===== src/rtl/sram_ctrl_pkg.sv =====
`timescale 1ns/1ps
package sram_ctrl_pkg;

  typedef enum logic [2:0] {
    ST_IDLE,
    ST_READ,
    ST_TURN,
    ST_WDATA,
    ST_WEND,
    ST_DONE
  } state_e;

  typedef struct packed {
    logic sel;
    logic oe;
    logic we;
    logic drive;
    logic ack;
  } strobe_t;

  function automatic strobe_t decode(state_e s);
    strobe_t r;
    r = '0;
    unique case (s)
      ST_READ:  begin r.sel = 1'b1; r.oe = 1'b1; end
      ST_TURN:  begin r.sel = 1'b1; r.we = 1'b1; end
      ST_WDATA: begin r.sel = 1'b1; r.we = 1'b1; r.drive = 1'b1; end
      ST_WEND:  r.sel = 1'b1;
      ST_DONE:  r.ack = 1'b1;
      default:  ;
    endcase
    return r;
  endfunction

endpackage


===== src/rtl/sram_ctrl_timer.sv =====
`timescale 1ns/1ps
module sram_ctrl_timer #(
  parameter int CNT_W = 2
) (
  input  logic             clk_i,
  input  logic             rst_ni,
  input  logic             load_i,
  input  logic [CNT_W-1:0] load_val_i,
  output logic             zero_o
);

  logic [CNT_W-1:0] cnt_q;

  always_ff @(posedge clk_i or negedge rst_ni) begin
    if (!rst_ni)              cnt_q <= '0;
    else if (load_i)          cnt_q <= load_val_i;
    else if (cnt_q != '0)     cnt_q <= cnt_q - 1'b1;
  end

  assign zero_o = (cnt_q == '0);

endmodule


===== src/rtl/sram_ctrl_fsm.sv =====
`timescale 1ns/1ps
module sram_ctrl_fsm
  import sram_ctrl_pkg::*;
#(
  parameter int RD_N   = 1,
  parameter int TURN_N = 1,
  parameter int WSU_N  = 1,
  parameter int CNT_W  = 1
) (
  input  logic             clk_i,
  input  logic             rst_ni,
  input  logic             req_i,
  input  logic             we_i,
  input  logic             zero_i,
  output logic             load_o,
  output logic [CNT_W-1:0] load_val_o,
  output logic             accept_o,
  output logic             capture_o,
  output strobe_t          strobe_o
);

  localparam logic [CNT_W-1:0] RD_LD   = CNT_W'(RD_N - 1);
  localparam logic [CNT_W-1:0] TURN_LD = CNT_W'(TURN_N - 1);
  localparam logic [CNT_W-1:0] WSU_LD  = CNT_W'(WSU_N - 1);

  state_e  state_q, state_d;
  strobe_t strobe_q;

  always_comb begin
    state_d    = state_q;
    load_o     = 1'b0;
    load_val_o = '0;
    accept_o   = 1'b0;
    capture_o  = 1'b0;
    unique case (state_q)
      ST_IDLE: if (req_i) begin
        accept_o = 1'b1;
        load_o   = 1'b1;
        if (we_i) begin
          state_d    = ST_TURN;
          load_val_o = TURN_LD;
        end else begin
          state_d    = ST_READ;
          load_val_o = RD_LD;
        end
      end
      ST_READ: if (zero_i) begin
        capture_o = 1'b1;
        state_d   = ST_DONE;
      end
      ST_TURN: if (zero_i) begin
        state_d    = ST_WDATA;
        load_o     = 1'b1;
        load_val_o = WSU_LD;
      end
      ST_WDATA: if (zero_i) state_d = ST_WEND;
      ST_WEND:  state_d = ST_DONE;
      ST_DONE:  state_d = ST_IDLE;
      default:  state_d = ST_IDLE;
    endcase
  end

  // strobes registered from next state so memory pins never glitch
  always_ff @(posedge clk_i or negedge rst_ni) begin
    if (!rst_ni) begin
      state_q  <= ST_IDLE;
      strobe_q <= '0;
    end else begin
      state_q  <= state_d;
      strobe_q <= decode(state_d);
    end
  end

  assign strobe_o = strobe_q;

endmodule


===== src/rtl/sram_ctrl_datapath.sv =====
`timescale 1ns/1ps
module sram_ctrl_datapath #(
  parameter int ADDR_W = 17,
  parameter int DATA_W = 8
) (
  input  logic              clk_i,
  input  logic              rst_ni,
  input  logic              accept_i,
  input  logic              capture_i,
  input  logic [ADDR_W-1:0] addr_i,
  input  logic [DATA_W-1:0] wdata_i,
  input  logic [DATA_W-1:0] mem_dq_i,
  output logic [ADDR_W-1:0] mem_addr_o,
  output logic [DATA_W-1:0] mem_dq_o,
  output logic [DATA_W-1:0] rdata_o
);

  logic [ADDR_W-1:0] addr_q;
  logic [DATA_W-1:0] wdata_q, rdata_q;

  always_ff @(posedge clk_i or negedge rst_ni) begin
    if (!rst_ni) begin
      addr_q  <= '0;
      wdata_q <= '0;
    end else if (accept_i) begin
      addr_q  <= addr_i;
      wdata_q <= wdata_i;
    end
  end

  always_ff @(posedge clk_i or negedge rst_ni) begin
    if (!rst_ni)        rdata_q <= '0;
    else if (capture_i) rdata_q <= mem_dq_i;
  end

  assign mem_addr_o = addr_q;
  assign mem_dq_o   = wdata_q;
  assign rdata_o    = rdata_q;

endmodule


===== src/rtl/sram_ctrl.sv =====
`timescale 1ns/1ps
module sram_ctrl
  import sram_ctrl_pkg::*;
#(
  parameter int ADDR_W        = 17,
  parameter int DATA_W        = 8,
  parameter int RD_CYCLES     = 2,
  parameter int TURN_CYCLES   = 1,
  parameter int WSETUP_CYCLES = 1
) (
  input  logic              clk_i,
  input  logic              rst_ni,
  input  logic              req_i,
  input  logic              we_i,
  input  logic [ADDR_W-1:0] addr_i,
  input  logic [DATA_W-1:0] wdata_i,
  output logic              ack_o,
  output logic [DATA_W-1:0] rdata_o,
  output logic [ADDR_W-1:0] mem_addr_o,
  output logic              mem_ce_n_o,
  output logic              mem_ce_o,
  output logic              mem_oe_n_o,
  output logic              mem_we_n_o,
  output logic [DATA_W-1:0] mem_dq_o,
  output logic              mem_dq_oe_o,
  input  logic [DATA_W-1:0] mem_dq_i
);

  localparam int RD_N   = (RD_CYCLES < 1) ? 1 : RD_CYCLES;
  localparam int TURN_N = (TURN_CYCLES < 1) ? 1 : TURN_CYCLES;
  localparam int WSU_N  = (WSETUP_CYCLES < 1) ? 1 : WSETUP_CYCLES;
  localparam int MAX_A  = (RD_N > TURN_N) ? RD_N : TURN_N;
  localparam int MAX_N  = (MAX_A > WSU_N) ? MAX_A : WSU_N;
  localparam int CNT_W  = (MAX_N > 1) ? $clog2(MAX_N) : 1;

  logic             load, zero, accept, capture;
  logic [CNT_W-1:0] load_val;
  strobe_t          strobe;

  sram_ctrl_timer #(.CNT_W(CNT_W)) u_timer (
    .clk_i      (clk_i),
    .rst_ni     (rst_ni),
    .load_i     (load),
    .load_val_i (load_val),
    .zero_o     (zero)
  );

  sram_ctrl_fsm #(
    .RD_N   (RD_N),
    .TURN_N (TURN_N),
    .WSU_N  (WSU_N),
    .CNT_W  (CNT_W)
  ) u_fsm (
    .clk_i      (clk_i),
    .rst_ni     (rst_ni),
    .req_i      (req_i),
    .we_i       (we_i),
    .zero_i     (zero),
    .load_o     (load),
    .load_val_o (load_val),
    .accept_o   (accept),
    .capture_o  (capture),
    .strobe_o   (strobe)
  );

  sram_ctrl_datapath #(.ADDR_W(ADDR_W), .DATA_W(DATA_W)) u_dp (
    .clk_i      (clk_i),
    .rst_ni     (rst_ni),
    .accept_i   (accept),
    .capture_i  (capture),
    .addr_i     (addr_i),
    .wdata_i    (wdata_i),
    .mem_dq_i   (mem_dq_i),
    .mem_addr_o (mem_addr_o),
    .mem_dq_o   (mem_dq_o),
    .rdata_o    (rdata_o)
  );

  assign mem_ce_n_o  = ~strobe.sel;
  assign mem_ce_o    = strobe.sel;
  assign mem_oe_n_o  = ~strobe.oe;
  assign mem_we_n_o  = ~strobe.we;
  assign mem_dq_oe_o = strobe.drive;
  assign ack_o       = strobe.ack;

endmodule


===== config.mk =====
export PLATFORM = sky130hd
export DESIGN_NAME = sram_ctrl
export DESIGN_NICKNAME = d
export VERILOG_FILES = /design/src/rtl/sram_ctrl_pkg.sv /design/src/rtl/sram_ctrl_timer.sv /design/src/rtl/sram_ctrl_fsm.sv /design/src/rtl/sram_ctrl_datapath.sv /design/src/rtl/sram_ctrl.sv
export SDC_FILE = /design/constraint.sdc
export NUM_CORES = 1
export LEC_CHECK = 0
export BUFFER_PORTS_ARGS = -buffer_cell sky130_fd_sc_hd__buf_2
export CAP_MARGIN = 15
export CORE_MARGIN = 2
export CORE_UTILIZATION = 49
export CTS_BUF_LIST = sky130_fd_sc_hd__clkbuf_4 sky130_fd_sc_hd__clkbuf_8
export DETAILED_ROUTE_END_ITERATION = 8
export PLACE_DENSITY = 0.91
export SYNTH_ARGS = -nofsm -noshare
export SYNTH_HDL_FRONTEND = slang
export SYNTH_SLANG_ARGS = --single-unit
export TNS_END_PERCENT = 20

===== constraint.sdc =====
create_clock -name clk_i -period 1.8 [get_ports clk_i]
set_input_delay 0.09 -clock clk_i [delete_from_list [all_inputs] [get_ports clk_i]]
set_output_delay 0.09 -clock clk_i [all_outputs]
set_load 0.005 [all_outputs]

==> results of run 1 <==
-- metal layers --
metal / GRT usage / routed length, um / share of wire / vias to the layer above
met2: 0.371 / 2100 / 0.48 / 61
li1: - / - / - / 602
met1: 0.290 / 1880 / 0.43 / 636
met3: 0.0679 / 327 / 0.075 / 8
met5: 0 / 0 / 0 / -
met4: 0.101 / 78 / 0.018 / 0
-- cells by family (layout without fill, tap and decap cells) --
group,count (synthesis),in the layout,synth area share
buffers and inverters,10,125,0.0509
muxes,33,33,0.256
DFF,42,42,0.602
AOI/OAI and AO/OA,8,8,0.0272
and+or+nand+nor,17,17,0.0645
-- worst max-delay path: stages, from the launching register on --
cell and delay [ns]:
dfrtp_1 0.47, nor3_2 0.22, and2_4 0.46, mux2_2 0.40
-- cell usage in the layout (no fill, tap or decap), drive strengths merged --
cell and count:
buf 78, dfrtp 42, dlygate4sd3 34, mux2 33, clkbuf 6, inv 5, nor2 4, o21ai 4
nor2b 3, nor3 3, nand2b 2, a22oi 2, and3 2, or2 1, nand3b 1, a211oi 1
a21oi 1, and2 1, clkinvlp 1, clkinv 1
-- final cells by class --
class / count / area [sq um]
clock buffers: 6 / 51.3
well taps: 46 / 57.6
multi-input cells: 58 / 607
fillers: 198 / 853
clock inverters: 2 / 12.5
inverters: 5 / 18.8
repair buffers: 112 / 738
flip-flops and latches: 42 / 1050
-- power groups by stage --
stage / combinational [mW] / clock, mW / sequential, mW
2_1_floorplan: 0.984 / 0 / 1.67
3_3_place_gp: 1.54 / 0 / 1.62
3_5_place_dp: 1.56 / 0 / 1.65
4_1_cts: 1.64 / 0.512 / 1.63
5_1_grt: 1.80 / 0.562 / 1.71
6_report: 1.67 / 0.504 / 1.66
-- synth_stat cells, types with 2 or more instances --
master | instances | area [sq um]
mux2_4 | 20 | 300
mux2_2 | 13 | 146
inv_1 | 5 | 18.8
nor2_1 | 4 | 15.0
o21ai_0 | 4 | 20.0
nor2b_1 | 3 | 18.8
buf_12 | 2 | 40.0
a22oi_1 | 2 | 15.0
dfrtp_1 | 42 | 1050
nand2b_1 | 2 | 12.5
and3_1 | 2 | 12.5
-- through the flow --
stage                     cells  worst slack, ns   util  hold WS (ns)  instance area, sq um
final                       271            0.132  0.748        0.0371                  2540
after global routing        271           0.0505  0.748        0.0488                  2540
after CTS                   271            0.142  0.748        0.0163                  2540
after detailed placement    229            0.160  0.629         0.178                  2130
after global placement      229            0.201  0.629         0.181                  2130
after floorplan             110            0.289      -        -0.206                  1750
-- sequential cells by signal, summed over array words and instances (netlist names) --
signal / count
u_fsm.strobe_o: 5
u_timer.cnt_q: 1
u_dp.rdata_o: 8
u_dp.mem_addr_o: 17
u_dp.mem_dq_o: 8
u_fsm.state_q: 3
-- path summary, 6_finish.rpt --
kind | from | to | cells after the start
worst min-delay path | req_i | u_timer.cnt_q$_DFF_PN0_ | 2
min in group asynchronous | rst_ni | u_dp.mem_dq_o[0]$_DFFE_PN0P_ | 3
worst max register to register | u_fsm.state_q[0]$_DFF_PN0_ | u_dp.mem_dq_o[5]$_DFFE_PN0P_ | 3
worst min register to register | u_dp.rdata_o[3]$_DFFE_PN0P_ | u_dp.rdata_o[3]$_DFFE_PN0P_ | 1
max in group asynchronous | rst_ni | u_dp.mem_addr_o[8]$_DFFE_PN0P_ | 3
worst max-delay path | u_fsm.state_q[0]$_DFF_PN0_ | u_dp.mem_dq_o[5]$_DFFE_PN0P_ | 3
==> impl_metrics.ini, run 1 <==
[critical_path]
crit_fanout = 25
endpoint_kind = register
rrSetupSlack_ns = 0.13
startpoint_type = register
crit_required_ns = 2.05
critPathKind = register to register
worstPathArrival_ns = 1.92

[cts]
ctsHoldBuffers = 34
cts-root-buf = clkbuf_4
cts-buffers-inserted = 5
cts.sinks = 42
h-tree-depth = 2
cts.reportedPaths.clkPinSlew_ns = 0.13
clockBufferDepth = 2
post-cts-setup-buffer-count = 0
cts_tree = done
clkLatencyLatePin_ns = 0.35
cts_resized = 0

[placed_design]
place_congestion = 0.781
dpl.hpwl_mm = 2.33
place.port_buffers = 75

[power_and_ir_drop]
seqPwrFrac = 0.433
power_switching_mw = 1.25
p_clk_frac = 0.131
power_mw = 3.84
max-vdd-ir-drop_mv = 0.700
p_int_mw = 2.59
cellLeakagePower_nw = 1.26
powerDensity_nw_per_um2 = 1510
p_comb_frac = 0.435
sw_frac_of_total = 0.326

[sta]
setup_viol_count_final = 0
hold_violations = 0
post-route-period-util = 0.927
rsz0062_at_grt = no
fin_worst_skew_ns = 0.00969
max_slew_margin = 0.660
drv_slew = 0
period_minus_slack_ns = 1.67
tightest_slew_ns = 0.511
tns_ns = 0
max_clock_freq_mhz = 600

[grt]
grt_pass1_wl_mm = 6.95
overflow = 0
grt_pass1_vias = 1393
track_usage = 0.231
antenna_found_initial = 0
grt_max_degree = 43

[floorplanning]
dieHeight_um = 63.7
ios = 76
die_x_um = 63.7
initial_core_util = 0.515
fp-row-count = 21
die-area_sq_um = 4060
core_area_sq_um = 3390

[yosys]
synth_edf_count = 0
synth.distinct_cells = 22
synthArstFlopShare = 1.00
synth_seq_cells = 42
syn_nets = 147
synth_ff_type = dfrtp_1
synth-seq-area-share = 0.602
avgSynthCellArea_sq_um = 15.9
yosysWarnings = 0
synthCells = 110
syn_area_sq_um = 1750

[drt]
drc = 0
wl_per_cell_um = 16.2
dr.first_iter.drc_count = 102
routed_wl_mm = 4.39
via_count = 1307
ant_nets = 0
via_per_inst = 4.82
firstDrtPassIters = 4

[min_path]
hp-class = primary input to register

[finish]
diodes = 0
drive_above_1_share = 0.547
layout.nets = 261
syn_to_final_growth_pct = 45.2

[flow_run]
cap_violations = 0

[status]
status = finished clean
(Power assumes the default switching activity.)
==> inputs of run 2 (changes only) <==
- PLACE_DENSITY: 0.91 -> 0.84
==> run 2 against run 1 <==
Setup slack got worse by 0.024 ns. Critical path depth unchanged. Sequential cell count stayed put. Routed wire length down 6.4%. Hold slack improved by 0.024 ns. Combinational power hardly changed. Power grew 1.8%. Fmax shrank 1.4%. Non-clock buffer count grew 1. Cell count grew 0.74%. Global-route usage decreased by 1.9 points. Sequential share of layout area shrank 0.54 points.
==> impl_metrics.ini, run 2 (synthesized netlist as in run 1, its figures left out) <==
[grt]
grtUsageMet2 = 0.379
busiest_layer = met2
grt_max_degree = 26
met1_usage = 0.232
grt_pass1_vias = 1335
overflow = 0
track_usage = 0.212
antenna_found_initial = 0
use_met3 = 0.0625
grt_pass1_wl_mm = 6.32

[drt]
drc = 0
wl_per_cell_um = 15.0
routed_wl_mm = 4.11
via_count = 1323
ant_nets = 0
via_per_inst = 4.85
firstDrtPassIters = 4
dr.first_iter.drc_count = 41

[sta]
setup_ws_ns = 0.108
drv_slew = 0
tns_ns = 0
hold_ws_ns = 0.0614
setup_viol_count_final = 0
max_clock_freq_mhz = 591
post-route-period-util = 0.940
hold_violations = 0
max_slew_margin = 0.715
period_minus_slack_ns = 1.69
tightest_slew_ns = 0.427
fin_worst_skew_ns = 0.00910

[cts]
clockBufferDepth = 2
h-tree-depth = 2
cts-buffers-inserted = 5
clkLatencyLatePin_ns = 0.34
cts.reportedPaths.clkPinSlew_ns = 0.12
cts_resized = 0
cts_tree = done
cts-root-buf = clkbuf_4
post-cts-setup-buffer-count = 0
cts.sinks = 42

[power_and_ir_drop]
max-vdd-ir-drop_mv = 0.784
powerDensity_nw_per_um2 = 1520
power_mw = 3.91
cellLeakagePower_nw = 1.28

[critical_path]
crit_slowest_cell = dfrtp_1
worstPathArrival_ns = 1.93
crit_required_ns = 2.04
crit_fanout = 12
cpPeakStageDelay_ns = 0.48
startpoint_type = register
crit_chain = nor3_2, and2_2, mux2_4
critPathKind = register to register
r2r_cells = 3
endpoint_kind = register

[finish]
final_cell_mix = buf_2 (75), dfrtp_1 (42), dlygate4sd3_1 (34)
design_area_sq_um = 2570
diodes = 0
layout.nets = 263
drive_above_1_share = 0.551
instances_no_fill = 273
syn_to_final_growth_pct = 47.1
final_common_cell = buf_2
fin_util = 0.758
largest_reg_flops = 17

[floorplanning]
ios = 76
die_x_um = 63.7
core_area_sq_um = 3390
die-area_sq_um = 4060
initial_core_util = 0.515
fp-row-count = 21
dieHeight_um = 63.7

[placed_design]
placed_area_sq_um = 2140
place.port_buffers = 75
place_congestion = 0.824
dpl.hpwl_mm = 2.46
dp_cells = 230
pre_cts_ws_ns = 0.116

[flow_run]
cap_violations = 0

[status]
status = finished clean

[min_path]
hp-class = primary input to register
hold_depth = 3
run 2: cell types whose count changed in the layout (fill, tap and decap cells not counted), sizes merged:
| cell | delta |
|---|---|
| clkinvlp | -1 |
| and2 | +1 |
| bufinv | +1 |
| buf | +1 |
| clkbuf | +1 |
| clkinv | -1 |
run 2: metal layers:
metal	wire (um)	vias up	share of wire
li1	-	609	-
met1	1610	632	0.39
met2	2130	69	0.52
met3	273	13	0.067
met4	97	0	0.024
met5	0	-	0
run 2: cell type report:
type,instances,area (sq um)
Timing Repair Buffer,113,746
Fill cell,218,820
Sequential cell,42,1050
Tap cell,46,57.6
Clock inverter,1,30.0
Multi-Input combinational cell,59,614
Inverter,5,18.8
Clock buffer,7,52.6
run 2: critical path: cells and delay by family, from the launching register on:
family / cells / cell delay (ns)
flip-flops: 1 / 0.48
multiplexers: 1 / 0.34
AND/OR/NAND/NOR: 2 / 0.77
run 2: where the power goes:
group | switching [mW] | internal (mW) | leakage, nW
sequential | 0.267 | 1.39 | 0.508
combinational | 0.629 | 1.02 | 0.726
clock | 0.282 | 0.325 | 0.0463
total | 1.18 | 2.73 | 1.28
run 2: worst paths after layout:
| path | from | endpoint | slack (ns) |
|---|---|---|---|
| worst max-delay path | u_fsm.state_q[0]$_DFF_PN0_ | u_dp.mem_addr_o[6]$_DFFE_PN0P_ | 0.11 |
| worst min-delay path | we_i | u_fsm.strobe_o[2]$_DFF_PN0_ | 0.06 |
| worst max register to register | u_fsm.state_q[0]$_DFF_PN0_ | u_dp.mem_addr_o[6]$_DFFE_PN0P_ | 0.11 |
| worst min register to register | u_dp.rdata_o[6]$_DFFE_PN0P_ | u_dp.rdata_o[6]$_DFFE_PN0P_ | 0.51 |
| max in group asynchronous | rst_ni | u_dp.rdata_o[0]$_DFFE_PN0P_ | 1.12 |
| min in group asynchronous | rst_ni | u_dp.mem_addr_o[11]$_DFFE_PN0P_ | 0.17 |
run 2: what timing repair did:
item	in CTS	in global routing
hold buffers	34	0
endpoints found under the hold margin	67	0
setup endpoints to repair	0	2
==> inputs of run 3 (changes only) <==
- CORE_MARGIN: 2 -> default
- CORE_UTILIZATION: 49 -> 50
- PLACE_DENSITY: 0.84 -> 0.86
- TNS_END_PERCENT: 20 -> default
- clock period: 1.8 -> 2 ns (I/O delays scaled with it)
==> run 3 against run 2 <==
Sequential share of layout area increased by 0.61 points. Global-route usage rose by 1.1 points. Routed wire length fell by 1.9%. Clock power fell by 10%. Sequential power down 8%. Fmax fell by 3.0%. Setup slack better by 0.15 ns. Core utilization up 0.069 points. Critical path type unchanged. Largest cell class unchanged. Largest power group unchanged.
==> impl_metrics.ini, run 3 (synthesized netlist as in run 1, its figures left out) <==
[sta]
hold_violations = 0
max_slew_margin = 0.395
drv_slew = 0
fin_worst_skew_ns = 0.00590
setup_viol_count_final = 0
tns_ns = 0
post-route-period-util = 0.872
period_minus_slack_ns = 1.74
setup_ws_ns = 0.256
max_clock_freq_mhz = 573
tightest_slew_ns = 0.908
rsz0062_at_grt = no

[cts]
clockBufferDepth = 2
h-tree-depth = 2
cts.sinks = 42
cts_resized = 0
cts-root-buf = clkbuf_4
cts_tree = done
clkLatencyLatePin_ns = 0.34
cts-buffers-inserted = 5
cts.reportedPaths.clkPinSlew_ns = 0.11

[floorplanning]
ios = 76
die-area_sq_um = 3730
core_area_sq_um = 3340
initial_core_util = 0.523
die_x_um = 61.1
dieHeight_um = 61.1
fp-row-count = 21

[critical_path]
rrSetupSlack_ns = 0.26
cp-startpoint = u_fsm.state_q[1]$_DFF_PN0_
crit_fanout = 25
endpoint_kind = register
crit_required_ns = 2.23
timing.rr.start = u_fsm.state_q[1]$_DFF_PN0_
cp-endpoint = u_dp.mem_addr_o[0]$_DFFE_PN0P_
r2r_end = u_dp.mem_addr_o[0]$_DFFE_PN0P_
worstPathArrival_ns = 1.98
critPathKind = register to register
startpoint_type = register
r2r_cells = 3

[drt]
via_count = 1269
firstDrtPassIters = 7
wl_per_cell_um = 15.0
ant_nets = 0
drc = 0
routed_wl_mm = 4.03
via_per_inst = 4.74
dr.first_iter.drc_count = 33

[finish]
syn_to_final_growth_pct = 45.0
diodes = 0
final_cell_mix = buf_2 (75), dfrtp_1 (42), dlygate4sd3_1 (34)
final_common_cell = buf_2
layout.nets = 258
drive_above_1_share = 0.541
largest_reg_flops = 17

[grt]
track_usage = 0.223
grt_pass1_vias = 1274
grt_pass1_wl_mm = 5.74
grt_max_degree = 43
antenna_found_initial = 0
overflow = 0

[min_path]
hp-class = primary input to register

[status]
status = finished clean

[power_and_ir_drop]
powerDensity_nw_per_um2 = 1380
cellLeakagePower_nw = 1.26
power_mw = 3.49
max-vdd-ir-drop_mv = 0.717

[placed_design]
pre_cts_ws_ns = 0.274
place.port_buffers = 75
place_congestion = 0.772
dpl.hpwl_mm = 2.42

[flow_run]
cap_violations = 0
[run 3: cell types whose count changed in the layout (fill, tap and decap cells not counted)]
| cell | before | now |
|---|---|---|
| and2_2 | 1 | 0 |
| buf_4 | 4 | 0 |
[run 3: per-layer routing]
metal  part of all wire  up-vias  GRT usage
li1                   -      600          -
met1               0.37      611      0.232
met2               0.55       47      0.415
met3              0.053       11     0.0651
met4              0.025        0     0.0974
met5                  0        -          0
[run 3: worst max-delay path: stages, from the launching register on]
cell and delay [ns]:
dfrtp_1 0.52, nor3_2 0.26, and2_4 0.46, mux2_2 0.39
[run 3: worst min path at each step]
stage,from,endpoint,depth (start not counted)
after global placement,rst_ni,u_dp.mem_addr_o[12]$_DFFE_PN0P_,1
after global routing,req_i,u_timer.cnt_q$_DFF_PN0_,2
final,req_i,u_timer.cnt_q$_DFF_PN0_,2
after CTS,req_i,u_timer.cnt_q$_DFF_PN0_,2
after detailed placement,rst_ni,u_dp.mem_dq_o[0]$_DFFE_PN0P_,1
after floorplan,rst_ni,u_dp.mem_addr_o[0]$_DFFE_PN0P_,0
[run 3: through the flow]
stage,hold slack [ns],area [sq um],std cells,utilization
4_1_cts,0.0365,2530,268,0.759
3_3_place_gp,0.248,2110,226,0.632
5_1_grt,0.0388,2530,268,0.759
3_5_place_dp,0.284,2110,226,0.632
2_1_floorplan,-0.196,1750,110,-
6_report,0.0455,2530,268,0.759
[run 3: power breakdown]
| group | internal [mW] | total (mW) | switching [mW] | leakage, nW |
|---|---|---|---|---|
| Sequential | 1.25 | 1.53 | 0.275 | 0.508 |
| Clock | 0.292 | 0.546 | 0.254 | 0.0463 |
| Combinational | 0.890 | 1.41 | 0.524 | 0.703 |
| Total | 2.43 | 3.49 | 1.05 | 1.26 |
[run 3: timing repair]
action                                 4_1_cts  5_1_grt
hold buffers                                34        0
setup buffers                                0        0
endpoints found under the hold margin       75        0
[run 3: cell type report]
cell class / count / area [sq um]
inverters: 5 / 18.8
clock buffers: 7 / 52.6
fillers: 207 / 805
repair buffers: 109 / 716
multi-input cells: 58 / 607
well taps: 46 / 57.6
clock inverters: 1 / 30.0
flip-flops and latches: 42 / 1050
